$ cat src/rtl/dwacc_alu_pkg.sv
`timescale 1ns/1ps
package dwacc_alu_pkg;

    typedef enum logic [3:0] {
        OP_ADD  = 4'd0,
        OP_SUB  = 4'd1,
        OP_INC  = 4'd2,
        OP_DEC  = 4'd3,
        OP_AND  = 4'd4,
        OP_OR   = 4'd5,
        OP_XOR  = 4'd6,
        OP_BIT  = 4'd7,
        OP_CMP  = 4'd8,
        OP_SHL  = 4'd9,
        OP_SHR  = 4'd10,
        OP_ROL  = 4'd11,
        OP_ROR  = 4'd12,
        OP_TSET = 4'd13,
        OP_TCLR = 4'd14,
        OP_NOP  = 4'd15
    } op_e;

    // flag vector positions
    localparam int unsigned FN = 3;
    localparam int unsigned FV = 2;
    localparam int unsigned FZ = 1;
    localparam int unsigned FC = 0;

    localparam logic [3:0] UPD_NVZC = 4'b1111;
    localparam logic [3:0] UPD_NZC  = 4'b1011;
    localparam logic [3:0] UPD_NZ   = 4'b1010;
    localparam logic [3:0] UPD_NVZ  = 4'b1110;
    localparam logic [3:0] UPD_Z    = 4'b0010;

endpackage

$ cat src/rtl/dwacc_alu_adder.sv
`timescale 1ns/1ps
module dwacc_alu_adder #(
    parameter int unsigned W = 16
) (
    input  logic [W-1:0] x_i,
    input  logic [W-1:0] y_i,
    input  logic         cin_i,
    input  logic         wide_i,
    output logic [W-1:0] sum_o,
    output logic         cout_o,
    output logic         ovf_o
);
    localparam int unsigned H = W / 2;

    logic [W:0] full_sum;
    logic [H:0] half_sum;

    always_comb begin
        full_sum = {1'b0, x_i} + {1'b0, y_i} + {{W{1'b0}}, cin_i};
        half_sum = {1'b0, x_i[H-1:0]} + {1'b0, y_i[H-1:0]} + {{H{1'b0}}, cin_i};
        if (wide_i) begin
            sum_o  = full_sum[W-1:0];
            cout_o = full_sum[W];
            ovf_o  = (x_i[W-1] == y_i[W-1]) && (full_sum[W-1] != x_i[W-1]);
        end else begin
            sum_o  = {{(W-H){1'b0}}, half_sum[H-1:0]};
            cout_o = half_sum[H];
            ovf_o  = (x_i[H-1] == y_i[H-1]) && (half_sum[H-1] != x_i[H-1]);
        end
    end
endmodule

$ cat src/rtl/dwacc_alu_shifter.sv
`timescale 1ns/1ps
module dwacc_alu_shifter #(
    parameter int unsigned W = 16
) (
    input  logic [W-1:0] x_i,
    input  logic         cin_i,
    input  logic         wide_i,
    input  logic         left_i,
    input  logic         rot_i,
    output logic [W-1:0] y_o,
    output logic         cout_o
);
    localparam int unsigned H = W / 2;

    logic fill;

    always_comb begin
        fill = rot_i & cin_i;
        if (left_i) begin
            if (wide_i) begin
                y_o    = {x_i[W-2:0], fill};
                cout_o = x_i[W-1];
            end else begin
                y_o    = {{(W-H){1'b0}}, x_i[H-2:0], fill};
                cout_o = x_i[H-1];
            end
        end else begin
            cout_o = x_i[0];
            if (wide_i) begin
                y_o = {fill, x_i[W-1:1]};
            end else begin
                y_o = {{(W-H){1'b0}}, fill, x_i[H-1:1]};
            end
        end
    end
endmodule

$ cat src/rtl/dwacc_alu_logic.sv
`timescale 1ns/1ps
module dwacc_alu_logic #(
    parameter int unsigned W = 16
) (
    input  dwacc_alu_pkg::op_e op_i,
    input  logic [W-1:0]       a_i,
    input  logic [W-1:0]       b_i,
    output logic [W-1:0]       y_o
);
    import dwacc_alu_pkg::*;

    always_comb begin
        unique case (op_i)
            OP_AND:  y_o = a_i & b_i;
            OP_OR:   y_o = a_i | b_i;
            OP_XOR:  y_o = a_i ^ b_i;
            OP_TSET: y_o = b_i | a_i;
            OP_TCLR: y_o = b_i & ~a_i;
            default: y_o = a_i;
        endcase
    end
endmodule

$ cat src/rtl/dwacc_alu.sv
`timescale 1ns/1ps
module dwacc_alu #(
    parameter int unsigned W = 16
) (
    input  logic         clk_i,
    input  logic         rst_ni,
    input  logic [3:0]   op_i,
    input  logic         wide_i,
    input  logic [W-1:0] a_i,
    input  logic [W-1:0] b_i,
    input  logic [3:0]   flags_i,
    output logic [W-1:0] res_o,
    output logic [3:0]   flags_o,
    output logic [3:0]   upd_o,
    output logic         we_o
);
    import dwacc_alu_pkg::*;

    localparam int unsigned H = W / 2;

    typedef struct packed {
        logic [W-1:0] res;
        logic [3:0]   flags;
        logic [3:0]   upd;
        logic         we;
    } alu_out_t;

    alu_out_t     out_d, out_q;
    op_e          op;
    logic [W-1:0] wmask;
    logic [W-1:0] add_y;
    logic         add_c;
    logic [W-1:0] add_sum;
    logic         add_cout;
    logic         add_ovf;
    logic [W-1:0] sh_y;
    logic         sh_cout;
    logic [W-1:0] lg_y;
    logic [W-1:0] a_m;
    logic [W-1:0] b_m;

    assign op    = op_e'(op_i);
    assign wmask = wide_i ? {W{1'b1}} : {{(W-H){1'b0}}, {H{1'b1}}};
    assign a_m   = a_i & wmask;
    assign b_m   = b_i & wmask;

    // second addend and carry for the shared adder
    always_comb begin
        add_y = b_m;
        add_c = flags_i[FC];
        unique case (op)
            OP_SUB:  add_y = ~b_m;
            OP_CMP:  begin add_y = ~b_m;      add_c = 1'b1; end
            OP_INC:  begin add_y = '0;        add_c = 1'b1; end
            OP_DEC:  begin add_y = {W{1'b1}}; add_c = 1'b0; end
            default: ;
        endcase
    end

    dwacc_alu_adder #(.W(W)) adder_i (
        .x_i    (a_m),
        .y_i    (add_y),
        .cin_i  (add_c),
        .wide_i (wide_i),
        .sum_o  (add_sum),
        .cout_o (add_cout),
        .ovf_o  (add_ovf)
    );

    dwacc_alu_shifter #(.W(W)) shifter_i (
        .x_i    (a_m),
        .cin_i  (flags_i[FC]),
        .wide_i (wide_i),
        .left_i ((op == OP_SHL) || (op == OP_ROL)),
        .rot_i  ((op == OP_ROL) || (op == OP_ROR)),
        .y_o    (sh_y),
        .cout_o (sh_cout)
    );

    dwacc_alu_logic #(.W(W)) logic_i (
        .op_i (op),
        .a_i  (a_m),
        .b_i  (b_m),
        .y_o  (lg_y)
    );

    always_comb begin
        logic [W-1:0] r;
        logic [3:0]   f;
        logic         top;
        r   = a_m;
        f   = flags_i;
        out_d.upd = '0;
        out_d.we  = 1'b0;
        unique case (op)
            OP_ADD, OP_SUB: begin
                r = add_sum; f[FC] = add_cout; f[FV] = add_ovf;
                out_d.upd = UPD_NVZC; out_d.we = 1'b1;
            end
            OP_INC, OP_DEC: begin
                r = add_sum; out_d.upd = UPD_NZ; out_d.we = 1'b1;
            end
            OP_CMP: begin
                r = add_sum; f[FC] = add_cout; out_d.upd = UPD_NZC;
            end
            OP_AND, OP_OR, OP_XOR: begin
                r = lg_y; out_d.upd = UPD_NZ; out_d.we = 1'b1;
            end
            OP_SHL, OP_SHR, OP_ROL, OP_ROR: begin
                r = sh_y; f[FC] = sh_cout; out_d.upd = UPD_NZC; out_d.we = 1'b1;
            end
            OP_TSET, OP_TCLR: begin
                r = lg_y; out_d.upd = UPD_Z; out_d.we = 1'b1;
            end
            OP_BIT: begin
                out_d.upd = UPD_NVZ;
            end
            default: ;
        endcase
        r   = r & wmask;
        top = wide_i ? r[W-1] : r[H-1];
        f[FN] = (op == OP_SHR) ? 1'b0 : top;
        f[FZ] = (r == '0);
        if (op == OP_BIT) begin
            f[FN] = wide_i ? b_i[W-1] : b_i[H-1];
            f[FV] = wide_i ? b_i[W-2] : b_i[H-2];
        end
        if ((op == OP_BIT) || (op == OP_TSET) || (op == OP_TCLR)) begin
            f[FZ] = ((a_m & b_m) == '0);
        end
        // compare and bit test deliver no result
        out_d.res   = out_d.we ? r : '0;
        out_d.flags = (f & out_d.upd) | (flags_i & ~out_d.upd);
    end

    always_ff @(posedge clk_i or negedge rst_ni) begin
        if (!rst_ni) begin
            out_q <= '0;
        end else begin
            out_q <= out_d;
        end
    end

    assign res_o   = out_q.res;
    assign flags_o = out_q.flags;
    assign upd_o   = out_q.upd;
    assign we_o    = out_q.we;

endmodule

$ cat config.mk
export PLATFORM = sky130hd
export DESIGN_NAME = dwacc_alu
export DESIGN_NICKNAME = d
export VERILOG_FILES = /design/src/rtl/dwacc_alu_pkg.sv /design/src/rtl/dwacc_alu_adder.sv /design/src/rtl/dwacc_alu_shifter.sv /design/src/rtl/dwacc_alu_logic.sv /design/src/rtl/dwacc_alu.sv
export SDC_FILE = /design/constraint.sdc
export NUM_CORES = 1
export LEC_CHECK = 0
export BUFFER_PORTS_ARGS = -buffer_cell sky130_fd_sc_hd__buf_2
export CAP_MARGIN = 20
export CORE_MARGIN = 5
export CORE_UTILIZATION = 50
export DETAILED_ROUTE_END_ITERATION = 8
export PLACE_DENSITY_LB_ADDON = 0.08
export SKIP_LAST_GASP = 1
export SLEW_MARGIN = 20
export SYNTH_ARGS = -nofsm -noshare
export SYNTH_HDL_FRONTEND = slang
export SYNTH_HIERARCHICAL = 1
export SYNTH_SLANG_ARGS = --single-unit
$ cat constraint.sdc
create_clock -name clk_i -period 0.8 [get_ports clk_i]
set_input_delay 0.16 -clock clk_i [delete_from_list [all_inputs] [get_ports clk_i]]
set_output_delay 0.16 -clock clk_i [all_outputs]
set_load 0.02 [all_outputs]
# After elaboration in Yosys (flattened, before gate mapping)
# Cells that the tools add are included.
[classes] n_addsub=4 multipliers=0 div=0 magnitude_cmp=0 n_eq_ne=18 shift=0 mux=24 bitwise_logic=14 reduce_logical=21
[op_table] cell="$mux W16" count=6
[op_table] cell="$pmux W16 S3" count=2
[op_table] cell="$and A16 B16 Y16" count=5
[op_table] cell="$pmux W16 S4" count=1
[op_table] cell="$logic_not A16 Y1" count=2
[op_table] cell="$not A16 Y16" count=2
[op_table] cell="$eq A4 B4 Y1 const B" count=7
[op_table] cell="$pmux W4 S5" count=1
[op_table] cell="$reduce_or A5 Y1" count=4
[op_table] cell="$add A16 B16 Y17" count=1
[op_table] cell="$add A17 B1 Y17" count=1
[op_table] cell="$eq A4 B3 Y1 const B" count=4
[op_table] cell="$or A16 B16 Y16" count=1
[op_table] cell="$xor A16 B16 Y16" count=1
[op_table] cell="$reduce_or A13 Y1" count=1
[op_table] cell="$mux W1" count=11
[op_table] cell="$reduce_or A2 Y1" count=5
[op_table] cell="$add A8 B8 Y9" count=1
[op_table] cell="$add A9 B1 Y9" count=1
[op_table] cell="$and A4 B4 Y4" count=2
[op_table] cell="$eq A4 B2 Y1 const B" count=2
[op_table] cell="$eq A4 B1 Y1 const B" count=1
[op_table] cell="$logic_not A4 Y1" count=1
[op_table] cell="$logic_or A1 B1 Y1" count=4
[op_table] cell="other kinds (10)" count=14
[word_totals] regBits=25 latch_bits=0 ramBits=0 romBits=0 elab_cells=85 memories=0

# Longest topological paths before layout
[depth] depth_word=14 mapped_depth=23

# Cells and area by module
# The synthesis kept the hierarchy.
[by_module_without_submodules] mod="dwacc_alu" instances=1 cells_per_inst=400 area_each_um2=2725.1
[by_module_without_submodules] mod="dwacc_alu_logic" instances=1 cells_per_inst=157 area_each_um2=1212.4
[by_module_without_submodules] mod="dwacc_alu_adder" instances=1 cells_per_inst=113 area_each_um2=842.1
[by_module_without_submodules] mod="dwacc_alu_shifter" instances=1 cells_per_inst=36 area_each_um2=282.8

# Worst setup path after synthesis
# OpenSTA, ideal clock, no wires.
[synth_timing] kind="input -> register" startpoint="input op_i[1]" endpoint="register out_q, in the netlist flags_o[1]" setup_ps=76 arrival_ps=4244 path_slack_ps=-3520 cell_stages=21 path_cell_list="buf_6 buf_2 buf_1 nor3_1 nand2_1 o21ai_0 nand2_1 o221a_2 ha_1 buf_6 a21o_1 a2111o_1 a311oi_1 nor2_1 nor2_1 nor3b_2 a22o_1 a221oi_1 nor2_1 or4b_1 o21ai_1"
[synth_lines] item="start: declaration" line="dwacc_alu.sv:7" source="input logic [3:0] op_i,"
[synth_lines] item="end signal: assignment" line="dwacc_alu.sv:140" source="out_q <= out_d;"
[synth_lines] item="end: declaration" line="dwacc_alu.sv:28" source="alu_out_t out_d, out_q;"

==> results.py <==
metrics = {
    "run_status": {
        "status": "finished with violations",
        "violations": "hold timing, setup timing",
    },
    "pwr": {
        "switching_share_pct": 45.6,
        "total_power_mw": 8.86,
        "p_int_mw": 4.82,
        "p_clk_share_pct": 9.3,
        "pwr_density_cell_nw_per_um2": 1080,
        "vdd_drop_max_v": 0.00107,
        "p_seq_share_pct": 16.6,
        "combinationalPowerShare_pct": 74.2,
        "p_sw_mw": 4.04,
        "p_leak_nw": 3.61,
    },
    "timing": {
        "tns_ns": -53.62,
        "grt_setup_unrepaired": "true",
        "finalCriticalPeriod_ns": 3.87,
        "hold_slack_ns": -0.155,
        "hold_viol_final": 25,
        "slew_headroom_pct": 53.9,
        "setup_violations": 50,
        "tightest_slew_ns": 0.692,
        "slew_viol_final": 0,
        "max_freq_mhz": 258,
        "fin_ws_ns": -3.07,
        "fin_crit_sh_pct": 484,
    },
    "routing": {
        "first_iter_violations": 1392,
        "top_layer": "met4",
        "wire_per_inst_um": 25.0,
        "met2_length_mm": 12.0,
        "ant_nets": 0,
        "drc": 0,
        "routed_wl_mm": 27.0,
        "routed-wl-met3_mm": 2.98,
        "routed_via_density": 6.97,
        "wl_met1_mm": 9.72,
        "num_vias": 7538,
        "firstDrtPassIters": 7,
    },
    "critical_path": {
        "cp_cell_sequence": "buf_12 > buf_6 > nand2b_1 > nor2_1 > nor2_1 > o21ai_1 > fa_2 > inv_2 > fa_2 > nor2b_4 > o2111ai_4 > a31oi_4 > nor2_1 > xor2_1 > nor2_2 > a22oi_1 > o22ai_1 > o221ai_2 > nand4_1 > or4b_1 > o21ai_2",
        "critPathMostFrequentCell": "nor2_1",
        "path_class": "primary input to register",
        "slowest_stage": "or4b_1",
        "cp.arrival_ns": 4.08,
        "crit_path_end_kind": "register",
        "cpPeakStageDelay_ns": 0.49,
        "cp-start-kind": "primary input",
        "crit_required_ns": 1.00,
        "crit_buf_inv": 3,
        "path_delay_family": "simple AND/OR/NAND/NOR gates",
        "worstPathMaxFanout": 5,
    },
    "clock_network": {
        "cts_buffer_depth": 2,
        "clock-sinks": 25,
        "cts_tree": "yes",
        "numCtsBuffers": 3,
        "root_buffer": "clkbuf_8",
        "clk_pin_slew_ns": 0.11,
        "cts_max_level": 1,
    },
    "floorplan": {
        "die_y_um": 111,
        "pin_count": 68,
        "fp-row-count": 36,
        "core_area_um2": 9820,
        "start_util_pct": 51.6,
        "fp.dieW_um": 111,
        "dieArea_um2": 12200,
    },
    "synth": {
        "synth_top_area_share_pct": 12.4,
        "synth_largest_area_cell": "dfrtp_1",
        "ys_seq_area_share_pct": 12.4,
        "synth_area_leaders": "dfrtp_1, ha_1, o21ai_0",
        "yosysWarnings": 6,
        "ys_ff_latch": 25,
        "synthCells": 706,
        "synth_edf_count": 0,
        "synthFlopType": "dfrtp_1",
        "netlist_area_um2": 5060,
        "post_synth.cell_area_avg_um2": 7.17,
        "async_flop_share_pct": 100,
        "synthDistinctLibCells": 74,
        "syn-num-nets": 782,
    },
    "placement": {
        "place_inst": 1044,
        "dpl_cell_area_um2": 6940,
        "dpl.hpwl_mm": 17.4,
        "portBuffers": 67,
        "gp_congestion": 1.03,
    },
    "cells_and_area": {
        "drive_above_1_share_pct": 46.0,
        "synthToLayoutAreaGrowth_pct": 62.3,
        "stdcell_area_um2": 8210,
        "stdcell_count": 1081,
        "fill_cells": 567,
        "fin_util_pct": 83.7,
        "regArea_um2": 626,
        "multiInputGateArea_um2": 4650,
        "fin_nets": 1025,
        "num_antenna_cells": 0,
    },
    "worst_hold_path": {
        "hold_path_class": "primary input to async pin",
    },
    "global_routing": {
        "first_global_vias": 6811,
        "antenna_found_initial": 0,
        "grt_max_degree": 27,
        "grtUsageTotal_pct": 37.0,
        "grt_pass1_wl_mm": 37.2,
        "grt_overflow": 0,
    },
    "run": {
        "drv_cap": 0,
    },
}
[kinds of logic (layout without fill, tap and decap cells)]
group / after synthesis / count (layout) / synth area share [%]
AOI/OAI and AO/OA: 276 / 276 / 39.0
and+or+nand+nor: 233 / 233 / 24.2
buffers and inverters: 110 / 352 / 10.5
adders and majority gates: 33 / 33 / 8.45
DFF: 25 / 25 / 12.4
muxes: 15 / 15 / 3.11
xor gates and xnor gates: 14 / 14 / 2.42
[worst max-delay path by stage]
| stage | to | cells after the start | slack, ns | from |
|---|---|---|---|---|
| finish | flags_o[1]$_DFF_PN0_ | 21 | -3.07 | op_i[2] |
| global route | flags_o[1]$_DFF_PN0_ | 21 | -3.28 | op_i[2] |
| CTS | flags_o[1]$_DFF_PN0_ | 20 | -2.88 | op_i[2] |
| detailed placement | flags_o[1]$_DFF_PN0_ | 21 | -3.38 | op_i[3] |
| global placement | flags_o[1]$_DFF_PN0_ | 20 | -3.33 | op_i[3] |
| floorplan | flags_o[1]$_DFF_PN0_ | 23 | -3.01 | op_i[3] |
[cell usage after synthesis (all sizes together) (15+ instances only)]
library cell,number
nand2b,16
nand3b,21
buf,32
a21oi,51
clkbuf,25
a221oi,24
ha,31
o21ai,71
inv,53
dfrtp,25
nor2,67
nand2,68
nand3,15
o221ai,28
[routing by layer]
metal	vias up	GRT usage, %
li1	3137	-
met1	3521	46.6
met2	680	62.6
met3	200	4.87
met4	0	17.2
met5	-	0
[cell type report]
| cell class | instances | share of cell area, % |
|---|---|---|
| clock buffers | 3 | 0.503 |
| repair buffers | 295 | 30.6 |
| inverters | 53 | 2.57 |
| multi-input cells | 571 | 56.6 |
| clock inverters | 1 | 0.0914 |
| flip-flops and latches | 25 | 7.62 |
| well taps | 133 | 2.03 |
[layout by cell type (no fill, tap or decap), types with 11 or more instances in the layout]
cell      instances
buf_4           195
nand2_1          56
o21ai_0          52
nor2_1           51
inv_1            49
buf_6            46
a21oi_1          44
buf_2            38
dfrtp_1          25
ha_1             24
o221ai_1         21
nand3b_1         20
nand2b_1         15
o21ai_1          13
nand3_1          13
buf_12           13
a221oi_2         12
a221oi_1         11
a22oi_1          11
[through the flow]
stage / hold slack (ns) / setup slack (ns)
final: -0.155 / -3.07
after floorplan: -0.136 / -3.01
after global routing: -0.120 / -3.28
after detailed placement: 0.180 / -3.38
after global placement: 0.148 / -3.33
after CTS: -0.121 / -2.88
[what timing repair did]
action | CTS | global route
setup buffers | 14 | 19
pin swaps | 48 | 63
setup endpoints to repair | 50 | 50
cloned | 4 | 0
gates resized for setup | 135 | 75
hold endpoints to repair | 25 | 25
[flip-flops by register name (all words and copies together) (netlist names)]
| signal | count |
|---|---|
| upd_o | 4 |
| we_o | 1 |
| res_o | 16 |
| flags_o | 4 |
[power groups by stage]
stage / clock (mW) / sequential [mW] / combinational (mW)
final: 0.821 / 1.47 / 6.57
after floorplan: 0 / 1.64 / 2.64
after global placement: 0 / 1.45 / 4.78
after global routing: 0.881 / 1.48 / 6.83
after CTS: 0.768 / 1.46 / 5.54
after detailed placement: 0 / 1.45 / 4.90
Note: power is estimated with default switching activity, not from simulation.
